==> src/rtl/gpio_pkg.sv <==
package gpio_pkg;
   // Decoded per-port bus command
   typedef struct packed {
      logic wr;   // output-latch write
      logic ld;   // direction load
   } port_cmd_t;

   function automatic port_cmd_t decode_cmd(input logic hit, input logic wr_en,
                                            input logic ld_en);
      port_cmd_t c;
      c.wr = hit & wr_en;
      c.ld = hit & ld_en;
      return c;
   endfunction
endpackage

==> src/rtl/gpio_sync.sv <==
module gpio_sync #(
   parameter int WIDTH  = 8,
   parameter int STAGES = 2
) (
   input  logic             clk,
   input  logic [WIDTH-1:0] d,
   output logic [WIDTH-1:0] q
);
   logic [WIDTH-1:0] stage [STAGES];

   always_ff @(posedge clk) stage[0] <= d;

   for (genvar s = 1; s < STAGES; s++) begin : g_stage
      always_ff @(posedge clk) stage[s] <= stage[s-1];
   end

   assign q = stage[STAGES-1];
endmodule

==> src/rtl/gpio_port_slice.sv <==
module gpio_port_slice
   import gpio_pkg::*;
#(
   parameter int WIDTH       = 8,
   parameter int DATA_W      = 8,
   parameter bit IS_IO       = 1'b1,
   parameter int SYNC_STAGES = 2
) (
   input  logic              clk,
   input  logic              rst_n,
   input  port_cmd_t         cmd,
   input  logic [WIDTH-1:0]  din,
   input  logic [WIDTH-1:0]  pin_in,
   output logic [WIDTH-1:0]  pin_out,
   output logic [WIDTH-1:0]  pin_oe,
   output logic [DATA_W-1:0] rd_val
);
   logic [WIDTH-1:0] latch_q;

   // Output latch: no reset, so it is undefined after power-on and holds otherwise
   always_ff @(posedge clk) begin
      if (cmd.wr) latch_q <= din;
   end

   if (IS_IO) begin : g_io
      logic [WIDTH-1:0] dir_q;
      logic [WIDTH-1:0] pin_sync;

      always_ff @(posedge clk or negedge rst_n) begin
         if (!rst_n)      dir_q <= '1;
         else if (cmd.ld) dir_q <= din;
      end

      gpio_sync #(.WIDTH(WIDTH), .STAGES(SYNC_STAGES)) u_sync (
         .clk (clk),
         .d   (pin_in),
         .q   (pin_sync)
      );

      assign pin_out = latch_q;
      assign pin_oe  = ~dir_q;

      always_comb begin
         rd_val = '0;
         rd_val[WIDTH-1:0] = pin_sync;
      end
   end else begin : g_reg
      logic unused_inputs;
      assign unused_inputs = ^{pin_in, cmd.ld, rst_n};
      assign pin_out = '0;
      assign pin_oe  = '0;

      always_comb begin
         rd_val = '0;
         rd_val[WIDTH-1:0] = latch_q;
      end
   end
endmodule

==> src/rtl/gpio_port_bank.sv <==
module gpio_port_bank
   import gpio_pkg::*;
#(
   parameter int DATA_W      = 8,
   parameter int ADDR_W      = 5,
   parameter int A_WIDTH     = 4,
   parameter int B_WIDTH     = 8,
   parameter int C_WIDTH     = 8,
   parameter int ADDR_A      = 5,
   parameter int ADDR_B      = 6,
   parameter int ADDR_C      = 7,
   parameter bit PORT_C_IO   = 1'b1,
   parameter int SYNC_STAGES = 2
) (
   input  logic               clk,
   input  logic               por_n,
   input  logic               rst_n,
   input  logic [ADDR_W-1:0]  reg_addr,
   input  logic               reg_wr_en,
   input  logic               dir_ld,
   input  logic [DATA_W-1:0]  reg_wdata,
   output logic [DATA_W-1:0]  rd_data,
   input  logic [A_WIDTH-1:0] pad_in_a,
   output logic [A_WIDTH-1:0] pad_out_a,
   output logic [A_WIDTH-1:0] pad_oe_a,
   input  logic [B_WIDTH-1:0] pad_in_b,
   output logic [B_WIDTH-1:0] pad_out_b,
   output logic [B_WIDTH-1:0] pad_oe_b,
   input  logic [C_WIDTH-1:0] pad_in_c,
   output logic [C_WIDTH-1:0] pad_out_c,
   output logic [C_WIDTH-1:0] pad_oe_c
);
   localparam logic [ADDR_W-1:0] LA = ADDR_A[ADDR_W-1:0];
   localparam logic [ADDR_W-1:0] LB = ADDR_B[ADDR_W-1:0];
   localparam logic [ADDR_W-1:0] LC = ADDR_C[ADDR_W-1:0];

   // Elaboration-time parameter checks
   if (A_WIDTH < 1 || A_WIDTH > DATA_W || B_WIDTH < 1 || B_WIDTH > DATA_W ||
       C_WIDTH < 1 || C_WIDTH > DATA_W) begin : g_bad_width
      $error("gpio_port_bank: port widths must lie in 1..DATA_W");
   end
   if (SYNC_STAGES < 2) begin : g_bad_sync
      $error("gpio_port_bank: SYNC_STAGES must be at least 2");
   end
   if (LA == LB || LA == LC || LB == LC) begin : g_bad_addr
      $error("gpio_port_bank: port addresses must be distinct");
   end
   if (ADDR_A >= (1 << ADDR_W) || ADDR_B >= (1 << ADDR_W) ||
       ADDR_C >= (1 << ADDR_W)) begin : g_bad_range
      $error("gpio_port_bank: port address exceeds ADDR_W");
   end

   // Either reset returns all directions to input
   logic rst_any_n;
   assign rst_any_n = por_n & rst_n;

   port_cmd_t cmd_a, cmd_b, cmd_c;
   assign cmd_a = decode_cmd(reg_addr == LA, reg_wr_en, dir_ld);
   assign cmd_b = decode_cmd(reg_addr == LB, reg_wr_en, dir_ld);
   assign cmd_c = decode_cmd(reg_addr == LC, reg_wr_en, dir_ld);

   logic [DATA_W-1:0] rd_a, rd_b, rd_c;

   gpio_port_slice #(.WIDTH(A_WIDTH), .DATA_W(DATA_W), .IS_IO(1'b1),
                     .SYNC_STAGES(SYNC_STAGES)) u_port_a (
      .clk(clk), .rst_n(rst_any_n), .cmd(cmd_a), .din(reg_wdata[A_WIDTH-1:0]),
      .pin_in(pad_in_a), .pin_out(pad_out_a), .pin_oe(pad_oe_a), .rd_val(rd_a)
   );

   gpio_port_slice #(.WIDTH(B_WIDTH), .DATA_W(DATA_W), .IS_IO(1'b1),
                     .SYNC_STAGES(SYNC_STAGES)) u_port_b (
      .clk(clk), .rst_n(rst_any_n), .cmd(cmd_b), .din(reg_wdata[B_WIDTH-1:0]),
      .pin_in(pad_in_b), .pin_out(pad_out_b), .pin_oe(pad_oe_b), .rd_val(rd_b)
   );

   gpio_port_slice #(.WIDTH(C_WIDTH), .DATA_W(DATA_W), .IS_IO(PORT_C_IO),
                     .SYNC_STAGES(SYNC_STAGES)) u_port_c (
      .clk(clk), .rst_n(rst_any_n), .cmd(cmd_c), .din(reg_wdata[C_WIDTH-1:0]),
      .pin_in(pad_in_c), .pin_out(pad_out_c), .pin_oe(pad_oe_c), .rd_val(rd_c)
   );

   // Read mux: unmapped addresses return zero
   always_comb begin
      unique case (reg_addr)
         LA:      rd_data = rd_a;
         LB:      rd_data = rd_b;
         LC:      rd_data = rd_c;
         default: rd_data = '0;
      endcase
   end
endmodule

==> config.mk <==
export PLATFORM = sky130hd
export DESIGN_NAME = gpio_port_bank
export DESIGN_NICKNAME = d
export VERILOG_FILES = /design/src/rtl/gpio_pkg.sv /design/src/rtl/gpio_sync.sv /design/src/rtl/gpio_port_slice.sv /design/src/rtl/gpio_port_bank.sv
export SDC_FILE = /design/constraint.sdc
export NUM_CORES = 1
export LEC_CHECK = 0
export ABC_CLOCK_PERIOD_IN_PS = 1950
export BUFFER_PORTS_ARGS = -buffer_cell sky130_fd_sc_hd__buf_4
export CAP_MARGIN = 15
export CORE_UTILIZATION = 30
export CTS_CLUSTER_DIAMETER = 120
export DETAILED_ROUTE_END_ITERATION = 10
export PLACE_DENSITY = 0.6
export SYNTH_ARGS = -nofsm -noshare
export SYNTH_HDL_FRONTEND = slang
export SYNTH_SLANG_ARGS = --single-unit
==> constraint.sdc <==
create_clock -name clk -period 1.95 [get_ports clk]
set_input_delay 0.0975 -clock clk [delete_from_list [all_inputs] [get_ports clk]]
set_output_delay 0.0975 -clock clk [all_outputs]
set_load 0.005 [all_outputs]
== After elaboration in Yosys (flattened, before gate mapping) ==
Memory sizes are Yosys's and may differ from the RTL's.
Index checks and enable logic that the tools add are counted.

* Register bits after elaboration: 40
* Bits in writable memories: 40
* Input port bits: 38
* Output and inout port bits: 48
* Logic and storage cells: 23
* Memories: 3

{| class="wikitable"
|+ Memories
! name !! words !! width !! rd ports !! clocked after memory_dff !! write ports !! RTL line !! source
|-
| u_port_b.g_io.u_sync.stage || 2 || 8 || 2 || 0 || 2 || gpio_sync.sv:9 || <nowiki>logic [WIDTH-1:0] stage [STAGES];</nowiki>
|-
| u_port_c.g_io.u_sync.stage || 2 || 8 || 2 || 0 || 2 || gpio_sync.sv:9 ||
|-
| u_port_a.g_io.u_sync.stage || 2 || 4 || 2 || 0 || 2 || gpio_sync.sv:9 ||
|}

* Equality and inequality tests: 3
* Multiplexer cells: 1
* Bitwise operators: 10

{| class="wikitable"
|+ Operators by type and width
! operator !! count
|-
| case mux 8 bit (3 select lines) || 1
|-
| NOT 8 bit || 2
|-
| equality test 5 x 3 -> 1 bit (second input constant) || 3
|-
| bitwise AND 1 bit || 7
|-
| NOT 4 bit || 1
|}

== Depth between registers and ports, before layout ==
Gate-level depths: netlist of run 1.

* Word-level depth: 2
* Gate-level depth with buffers: 5
* Mapped depth without buffers: 3

== Cells and area by module ==
From an unflattened synthesis of run 1, not the netlist that was laid out.

* Cells, all modules: 176
* Area, all modules: 2802.7 sq um

{| class="wikitable"
|+ Modules (own cells, without submodules)
! module !! times used !! cells each !! area an instance (sq um) !! sequential area each (sq um)
|-
| gpio_port_slice at u_port_b ... || 2 || 33 || 611.8 || 450.4
|-
| gpio_sync at u_port_b.g_io.u_sync ... || 2 || 24 || 380.4 || 320.3
|-
| gpio_port_slice at u_port_a || 1 || 21 || 319.1 || 225.2
|-
| gpio_port_bank || 1 || 29 || 309.0 || 0.0
|-
| gpio_sync at u_port_a.g_io.u_sync || 1 || 12 || 190.2 || 160.2
|}

== Least setup slack after synthesis of run 1 ==
OpenSTA, ideal clock, no wires.

* Kind: input port to flip-flop
* Start point: input port reg_addr[3]
* End point: register u_port_b.latch_q[0] (netlist: u_port_b.pin_out[0]), enable pin
* Data arrival time: 1.242 ns
* Slack: 0.323 ns
* Stages: 3
* Cell sequence: nor3b_1 > nand2_1 > nor3b_1

{| class="wikitable"
|+ RTL lines
! what !! RTL line !! source
|-
| start: declaration || gpio_port_bank.sv:18 || <nowiki>input logic [ADDR_W-1:0] reg_addr,</nowiki>
|-
| end signal: assignment || gpio_port_slice.sv:22 || <nowiki>if (cmd.wr) latch_q <= din;</nowiki>
|-
| end: declaration || gpio_port_slice.sv:18 || <nowiki>logic [WIDTH-1:0] latch_q;</nowiki>
|}

==> results of run 1 <==
## per-stage QoR
stage | utilization (%) | setup slack [ns]
after global routing | 47.6 | 0.512
after floorplan | - | 0.323
after detailed placement | 41.4 | 0.370
after CTS | 47.6 | 0.552
final | 47.6 | 0.585
after global placement | 41.4 | 0.397
## cells in the final DEF, fill, tap and decap left out, types with 2 or more instances in the layout
cell type / netlist / routed
mux2_2: 23 / 23
dfxtp_1: 40 / 40
edfxtp_1: 20 / 20
dlygate4sd3_1: 0 / 28
nand2_1: 2 / 2
inv_1: 20 / 20
dfstp_2: 20 / 20
mux2i_1: 4 / 4
a22oi_1: 4 / 4
buf_4: 0 / 89
nor2_1: 9 / 9
nor3b_1: 2 / 2
clkbuf_8: 0 / 11
## flip-flops by register name (all words and copies together) (netlist names)
name	count
u_port_a.g_io.dir_q	4
u_port_a.g_io.u_sync.stage	8
u_port_a.pin_out	4
u_port_b.g_io.dir_q	8
u_port_b.g_io.u_sync.stage	16
u_port_b.pin_out	8
u_port_c.g_io.dir_q	8
u_port_c.g_io.u_sync.stage	16
u_port_c.pin_out	8
## timing repair
item	CTS	global route
hold buffers	28	0
gates resized for setup	0	0
endpoints found under the hold margin	44	0
## layer usage
layer / vias to the layer above / track usage, % / routed length (um)
li1: 767 / - / -
met1: 744 / 13.5 / 2040
met2: 53 / 21.4 / 2500
met3: 6 / 3.90 / 226
met4: 0 / 6.41 / 96
met5: - / 0 / 0
## logic make-up (layout without fill, tap and decap cells)
family,Yosys count,count (layout),share of synthesized area (%)
AO/OA/AOI/OAI,4,4,1.20
buffers and inverters,24,153,4.30
flip-flops,80,80,76.9
multiplexers,28,28,12.4
AND/OR/NAND/NOR,21,21,5.19
## final cells by class
cell class                 instances  area [um^2]  area share [%]
clock buffer                      12          155            4.13
clock inverter                     4         52.6            1.40
inverter                          20         75.1            2.00
multi-input combinational         53          470            12.5
sequential                        80         1930            51.3
tap                              102          128            3.40
timing repair buffer             117          948            25.2
## worst min-delay path, cell delays in order
cell,delay [ns]
buf_4,0.07
and2_1,0.11
buf_4,0.28
## power by group through the flow
stage	registers (uW)	logic [uW]	clock network, uW
final	1940	430	1220
after floorplan	1960	163	0
after global placement	1970	384	0
after detailed placement	1980	394	0
after CTS	1940	439	1270
after global routing	1960	474	1330
## worst paths after layout
check	cells past startpoint	slack, ns	from	end
max	4	0.58	u_port_c.g_io.u_sync.stage[0][10]	rd_data[2]
min	3	0.08	rst_n	u_port_c.g_io.dir_q[1]
max reg2reg	1	1.22	u_port_b.g_io.dir_q[1]	u_port_b.g_io.dir_q[1]
min reg2reg	0	0.33	u_port_a.g_io.u_sync.stage[0][2]	u_port_a.g_io.u_sync.stage[0][6]
max in group asynchronous	3	1.82	por_n	u_port_a.g_io.dir_q[0]
min in group clk	3	0.29	reg_addr[1]	u_port_a.pin_out[3]
==> impl_summary.txt, run 1 <==
----------------------------------------------------
[Run status]
  Status ... completed

[Timing]
  Transition time of the tightest slew-check pin ... 0.450 ns
  Upper clock frequency limit ... 732 MHz
  Ratio of final minimum period to clock period ... 70.0%
  Unrepaired setup endpoints after global routing ... false
  Minimum period implied by the final worst setup slack ... 1.37 ns
  Sum of negative setup slack ... 0 ns
  Final hold violations ... 0
  Number of setup violations in the final report ... 0
  Layout Skew ... 0.00530 ns
  Worst Hold Slack ... 0.0782 ns
  Worst slew slack as a fraction of its limit ... 70.0%
  Count of final max-slew check failures ... 0

[Synth]
  Number of enable flip-flop cells after synthesis ... 20
  Yosys synthesis warning count ... 0
  Cells after synthesis ... 157
  Synth area leaders ... dfxtp_1, edfxtp_1, dfstp_2
  Proportion of register bits with asynchronous set or reset after synthesis ... 25.0%
  Synthesized netlist net count ... 195
  Proportion of synthesized chip area in sequential cells ... 76.9%
  Cell with the most instances after synthesis ... dfxtp_1
  Synthesized area per cell ... 16.0 um^2
  Commonest register cell after synthesis ... dfxtp_1
  Synth top area share ... 32.0%
  Post-synthesis instance area ... 2500 um^2
  Most used standard cells in the synthesized netlist ... dfxtp_1, mux2_2, dfstp_2, edfxtp_1, inv_1
  Netlist cell types ... 21
  Cell taking the most area after synthesis ... dfxtp_1
  Number of register bits inferred by synthesis ... 80

[Critical path]
  Kind of cell adding the most delay to the critical path ... flip-flops
  Type of the worst setup path ... reg2out
  Arrival time of the worst setup path ... 1.27 ns
  Sequence of cells on the critical path ... mux2_2, a22oi_1, nor2_1, buf_4
  Required time of the critical path ... 1.85 ns
  Element type at the critical path end ... primary output
  Crit Path Max Fanout ... 1
  Buffer and inverter count on the worst path ... 1
  Master of the slowest instance on the critical path ... dfxtp_1
  Worst path max stage delay ... 0.30 ns
  Crit path launch type ... register

[Flow run]
  Max Cap Violations ... 0

[Clocking]
  Later-pin clock latency in the skew report ... 0.34 ns
  Bufs on Longest Clock Path ... 2
  Clock transition at the registers of the reported paths ... 0.08 ns
  CTS Sinks ... 80
  Root buffer cell ... clkbuf_8
  Num CTS Buffers ... 9
  Number of post-CTS setup repair buffers ... 0
  Clock tree from TritonCTS ... built
  Clock H-tree levels ... 3

[Layout]
  Net count of the finished layout ... 319
  Summed area of non-filler cells in the final layout ... 3760 um^2
  Layout cell share with drive strength beyond 1 ... 52.1%
  Post-route non-filler standard cell count ... 388
  Area growth from synthesis to layout ... 49.9%
  Antenna diodes ... 0
  Fill cell instance count of the final layout ... 707

[Routing]
  Average detailed-routed wire length per instance ... 12.5 um
  Routed wire length ... 4860 um
  Total iterations of the first detailed-routing run ... 4
  Routed vias/inst ... 4.05
  Starting DRT DRC Count ... 36
  Drt drc ... 0
  Via Count ... 1570
  Routed Antenna Nets ... 0

[Place]
  Placed Instances ... 344
  Port bufs ... 85
  Final HPWL from detailed placement ... 3340 um
  Dpl cell area ... 3270 um^2
  Final weighted congestion in routability-driven placement ... 0.726

[Power and ir drop]
  Post-layout total power ... 3600 uW
  Combinational Power Share ... 12.0%
  Clk pwr share ... 34.1%
  Net switching power of the design ... 762 uW
  Net switching share of the total power ... 21.2%
  Leakage power of the design ... 0.00164 uW
  Part of the power in registers ... 54.0%
  IR Drop Worst-Case VDD ... 549 uV
  Cell area power density ... 957 nW/um^2
  Internal Dissipation ... 2830 uW

[Global route]
  Maximum number of pins on one net before global-route repair ... 21
  GRT Resource Usage Total ... 12.4%
  Antenna violations before repair ... 0
  Vias in the first global route ... 1632
  First-pass GRT wire length ... 7890 um
  Grt ovf ... 0

[Hold path]
  Kind of path behind the tightest hold check ... in2async

[Floorplan]
  Num rows ... 32
  Number of placed I/O pins ... 86
  Floorplan die height ... 93.4 um
  Effective utilization at floorplan ... 31.8%
  Core region area ... 7890 um^2
  Die width ... 93.4 um
  Total Die Area ... 8720 um^2

----------------------------------------------------
No activity file was read; power rests on OpenSTA's default activity.
==> run 2, diff against run 1 <==
--- a/config.mk
+++ b/config.mk
@@ -5,13 +5,14 @@
 export SDC_FILE = /design/constraint.sdc
 export NUM_CORES = 1
 export LEC_CHECK = 0
-export ABC_CLOCK_PERIOD_IN_PS = 1950
+export ABC_AREA = 1
+export ABC_CLOCK_PERIOD_IN_PS = 1200
 export BUFFER_PORTS_ARGS = -buffer_cell sky130_fd_sc_hd__buf_4
 export CAP_MARGIN = 15
 export CORE_UTILIZATION = 30
 export CTS_CLUSTER_DIAMETER = 120
 export DETAILED_ROUTE_END_ITERATION = 10
-export PLACE_DENSITY = 0.6
+export PLACE_DENSITY = 0.62
 export SYNTH_ARGS = -nofsm -noshare
 export SYNTH_HDL_FRONTEND = slang
 export SYNTH_SLANG_ARGS = --single-unit
==> constraint.sdc (replaced) <==
create_clock -name clk -period 1.2 [get_ports clk]
set_input_delay 0.06 -clock clk [delete_from_list [all_inputs] [get_ports clk]]
set_output_delay 0.06 -clock clk [all_outputs]
set_load 0.005 [all_outputs]
==> run 2 against run 1 <==
Global-route usage increased by 0.97 points. Combinational power increased by 58%. Synthesized area increased by 1.8%. Cell area increased by 3.0%. Hold slack got worse by 0.017 ns. Core utilization decreased by 0.55 points. Flip-flop and latch count unchanged. Non-clock buffer count increased by 3. Register-to-register slack got worse by 0.74 ns. Clock skew decreased by 0.0034 ns. Die area increased by 1.8%.
==> impl_summary.txt, run 2 <==
----------------------------------------------------
[Run status]
  Status ... completed (unchanged)

[Routing]
  Routed Antenna Nets ... 0 (unchanged)
  Total iterations of the first detailed-routing run ... 4 (unchanged)
  Average detailed-routed wire length per instance ... 12.1 um (was 12.5 um)
  Drt drc ... 0 (unchanged)
  Via Count ... 1847 (was 1570)
  Routed vias/inst ... 4.11 (was 4.05)
  Routed wire length ... 5440 um (was 4860 um)
  Starting DRT DRC Count ... 151 (was 36)

[Hold path]
  Min-delay src ... dir_ld
  Hold Path Depth ... 3
  WHS Endpoint ... u_port_a.g_io.dir_q[2]
  Kind of path behind the tightest hold check ... in2reg (was in2async)

[Global route]
  Maximum number of pins on one net before global-route repair ... 24 (was 21)
  Antenna violations before repair ... 0 (unchanged)
  First-pass GRT wire length ... 8510 um (was 7890 um)
  GRT Resource Usage Total ... 13.3% (was 12.4%)
  Grt ovf ... 0 (unchanged)
  Vias in the first global route ... 1803 (was 1632)

[Layout]
  Layout cell share with drive strength beyond 1 ... 39.2% (was 52.1%)
  Commonest cells after routing, fill and taps aside ... buf_4, nand2_1, dfxtp_1 (was buf_4, dfxtp_1, dlygate4sd3_1)
  Share of the core filled with cells ... 47.1% (was 47.6%)
  Area growth from synthesis to layout ... 51.6% (was 49.9%)
  Largest registers in the final layout ... u_port_b.g_io.u_sync.stage (16), u_port_c.g_io.u_sync.stage (16) (unchanged)
  Most common cell after layout, fill and taps aside ... buf_4 (unchanged)
  Antenna diodes ... 0 (unchanged)
  Net count of the finished layout ... 378 (was 319)

[Timing]
  Final hold violations ... 0 (unchanged)
  Unrepaired setup endpoints after global routing ... false (unchanged)
  Minimum period implied by the final worst setup slack ... 1.13 ns
  Worst slew slack as a fraction of its limit ... 81.6% (was 70.0%)
  Sum of negative setup slack ... 0 ns (unchanged)
  Layout Skew ... 0.00191 ns (was 0.00530 ns)
  Number of setup violations in the final report ... 0 (unchanged)
  Upper clock frequency limit ... 886 MHz
  Ratio of final minimum period to clock period ... 94.0%
  Count of final max-slew check failures ... 0 (unchanged)
  Transition time of the tightest slew-check pin ... 0.275 ns (was 0.450 ns)

[Synth]
  Largest family of logic cells by synthesized area ... simple AND/OR/NAND/NOR gates (was multiplexers)
  Xor/xnor cell area share of the yosys netlist ... 0% (unchanged)
  Synth Area in Adders ... 0% (unchanged)
  Proportion of synthesized chip area in sequential cells ... 75.5% (was 76.9%)
  Synth Area in Compound Gates ... 0% (was 1.20%)
  Yosys synthesis warning count ... 0 (unchanged)
  Cell taking the most area after synthesis ... dfxtp_1 (unchanged)
  Synthesized area per cell ... 11.9 um^2 (was 16.0 um^2)
  Proportion of register bits with asynchronous set or reset after synthesis ... 25.0% (unchanged)
  Number of register bits inferred by synthesis ... 80 (unchanged)
  Post-synthesis instance area ... 2550 um^2 (was 2500 um^2)
  Synth area leaders ... dfxtp_1, edfxtp_1, dfstp_2 (unchanged)
  Cells after synthesis ... 214 (was 157)
  Synthesized netlist net count ... 252 (was 195)
  Synth top area share ... 31.4% (was 32.0%)
  Most used standard cells in the synthesized netlist ... nand2_1, dfxtp_1, inv_1, nand3_1 (was dfxtp_1, mux2_2, dfstp_2, edfxtp_1, inv_1)
  Cell with the most instances after synthesis ... nand2_1 (was dfxtp_1)
  Fraction of the mapped netlist area in simple logic gates ... 19.4% (was 5.19%)
  Number of enable flip-flop cells after synthesis ... 20 (unchanged)
  Commonest register cell after synthesis ... dfxtp_1 (unchanged)
  Share of synthesized area spent on multiplexers ... 0% (was 12.4%)
  Netlist cell types ... 19 (was 21)

[Power and ir drop]
  Leakage power of the design ... 0.00175 uW (was 0.00164 uW)
  IR Drop Worst-Case VDD ... 863 uV (was 549 uV)
  Cell area power density ... 1540 nW/um^2 (was 957 nW/um^2)

[Critical path]
  FF-to-FF Start ... u_port_b.g_io.dir_q[3] (was u_port_b.g_io.dir_q[1])
  Element type at the critical path end ... primary output (unchanged)
  Type of the worst setup path ... reg2out (unchanged)
  Register-to-Register Setup Slack ... 0.48 ns (was 1.22 ns)
  Buffer and inverter count on the worst path ... 2 (was 1)
  Worst reg2reg path endpoint ... u_port_b.g_io.dir_q[3] (was u_port_b.g_io.dir_q[1])
  Depth of the worst register-to-register path ... 2 (was 1)
  Worst path max stage delay ... 0.54 ns (was 0.30 ns)
  Crit path launch type ... register (unchanged)
  Sequence of cells on the critical path ... inv_1, buf_4 (was mux2_2, a22oi_1, nor2_1, buf_4)
  Kind of cell adding the most delay to the critical path ... flip-flops (unchanged)
  Master of the slowest instance on the critical path ... dfstp_2 (was dfxtp_1)
  Crit Path Max Fanout ... 2 (was 1)
  Required time of the critical path ... 1.14 ns (was 1.85 ns)
  Arrival time of the worst setup path ... 1.07 ns (was 1.27 ns)

[Clocking]
  Bufs on Longest Clock Path ... 2 (unchanged)
  Num CTS Buffers ... 9 (unchanged)
  Clock transition at the registers of the reported paths ... 0.08 ns (about the same)
  CTS Sinks ... 80 (unchanged)
  Root buffer cell ... clkbuf_8 (unchanged)
  Later-pin clock latency in the skew report ... 0.34 ns (about the same)
  Clock tree from TritonCTS ... built (unchanged)
  Clock H-tree levels ... 3 (unchanged)

[Floorplan]
  Number of placed I/O pins ... 86 (unchanged)
  Total Die Area ... 8880 um^2 (was 8720 um^2)
  Floorplan die height ... 94.2 um (was 93.4 um)
  Die width ... 94.2 um (was 93.4 um)
  Effective utilization at floorplan ... 31.0% (was 31.8%)
  Num rows ... 33 (was 32)
  Core region area ... 8220 um^2 (was 7890 um^2)

[Place]
  Final weighted congestion in routability-driven placement ... 0.759 (was 0.726)
  Port bufs ... 85 (unchanged)
  Final HPWL from detailed placement ... 3600 um (was 3340 um)

[Flow run]
  Max Cap Violations ... 0 (unchanged)

----------------------------------------------------
[run 2: changes by cell type after synthesis, sizes merged, moves of 2 or more]
cell and delta:
nand3 +25, inv +6, a22oi -4, nor3b -2, mux2 -24, nand4 +8, nor2 -6, mux2i -4
nand2 +61, clkbuf +2
[run 2: logic make-up after synthesis]
logic type / Yosys count
buffers and inverters: 31
AND/OR/NAND/NOR: 103
flip-flops: 80
[run 2: stage by stage]
stage | worst slack [ns] | std cells | hold WS (ns) | power (uW) | area [um^2]
detailed placement | 0.105 | 404 | 0.166 | 3820 | 3340
finish | 0.0717 | 449 | 0.0613 | 5950 | 3870
global placement | 0.125 | 404 | 0.165 | 3810 | 3340
floorplan | 0.0594 | 214 | 0.0877 | 3410 | 2560
CTS | 0.0499 | 449 | 0.0455 | 6030 | 3860
global route | 0.0278 | 449 | 0.0517 | 6250 | 3870
[run 2: final cells by class]
cell class / count / area (um^2)
fillers: 778 / 4350
flip-flops and latches: 80 / 1930
repair buffers: 120 / 980
multi-input cells: 103 / 508
clock buffers: 12 / 178
well taps: 105 / 131
inverters: 26 / 97.6
clock inverters: 3 / 46.3
[run 2: per-layer routing]
| layer | part of all wire [%] | track usage [%] | vias up |
|---|---|---|---|
| li1 | - | - | 936 |
| met1 | 42 | 14.4 | 829 |
| met2 | 49 | 22.8 | 70 |
| met3 | 6.7 | 4.85 | 12 |
| met4 | 2.0 | 6.54 | 0 |
| met5 | 0 | 0 | - |
[run 2: worst max-delay path by stage]
stage | start | end | slack (ns) | depth (start not counted)
floorplan | reg_addr[4] | u_port_b.pin_out[0] | 0.06 | 6
global placement | reg_addr[4] | u_port_b.pin_out[3] | 0.13 | 6
detailed placement | reg_addr[4] | u_port_b.g_io.dir_q[7] | 0.11 | 8
CTS | u_port_b.g_io.dir_q[1] | pad_oe_b[1] | 0.05 | 2
global route | u_port_a.g_io.dir_q[3] | pad_oe_a[3] | 0.03 | 2
finish | u_port_b.g_io.dir_q[1] | pad_oe_b[1] | 0.07 | 2
[run 2: report_power, final]
part | total (uW) | internal, uW | switching [uW]
combinational | 678 | 386 | 292
sequential | 3160 | 3060 | 94.9
clock | 2120 | 1210 | 910
[run 2: timing repair]
| action | CTS | global route |
|---|---|---|
| hold endpoints to repair | 80 | 0 |
| hold buffers | 30 | 0 |
| resized for setup | 0 | 1 |
| setup buffers | 0 | 0 |
| endpoints found under the setup margin | 0 | 7 |
[run 2: tightest hold or removal path, delay by kind of cell]
family,cells,cell delay (ns)
and+or+nand+nor,2,0.16
buffers and inverters,1,0.19
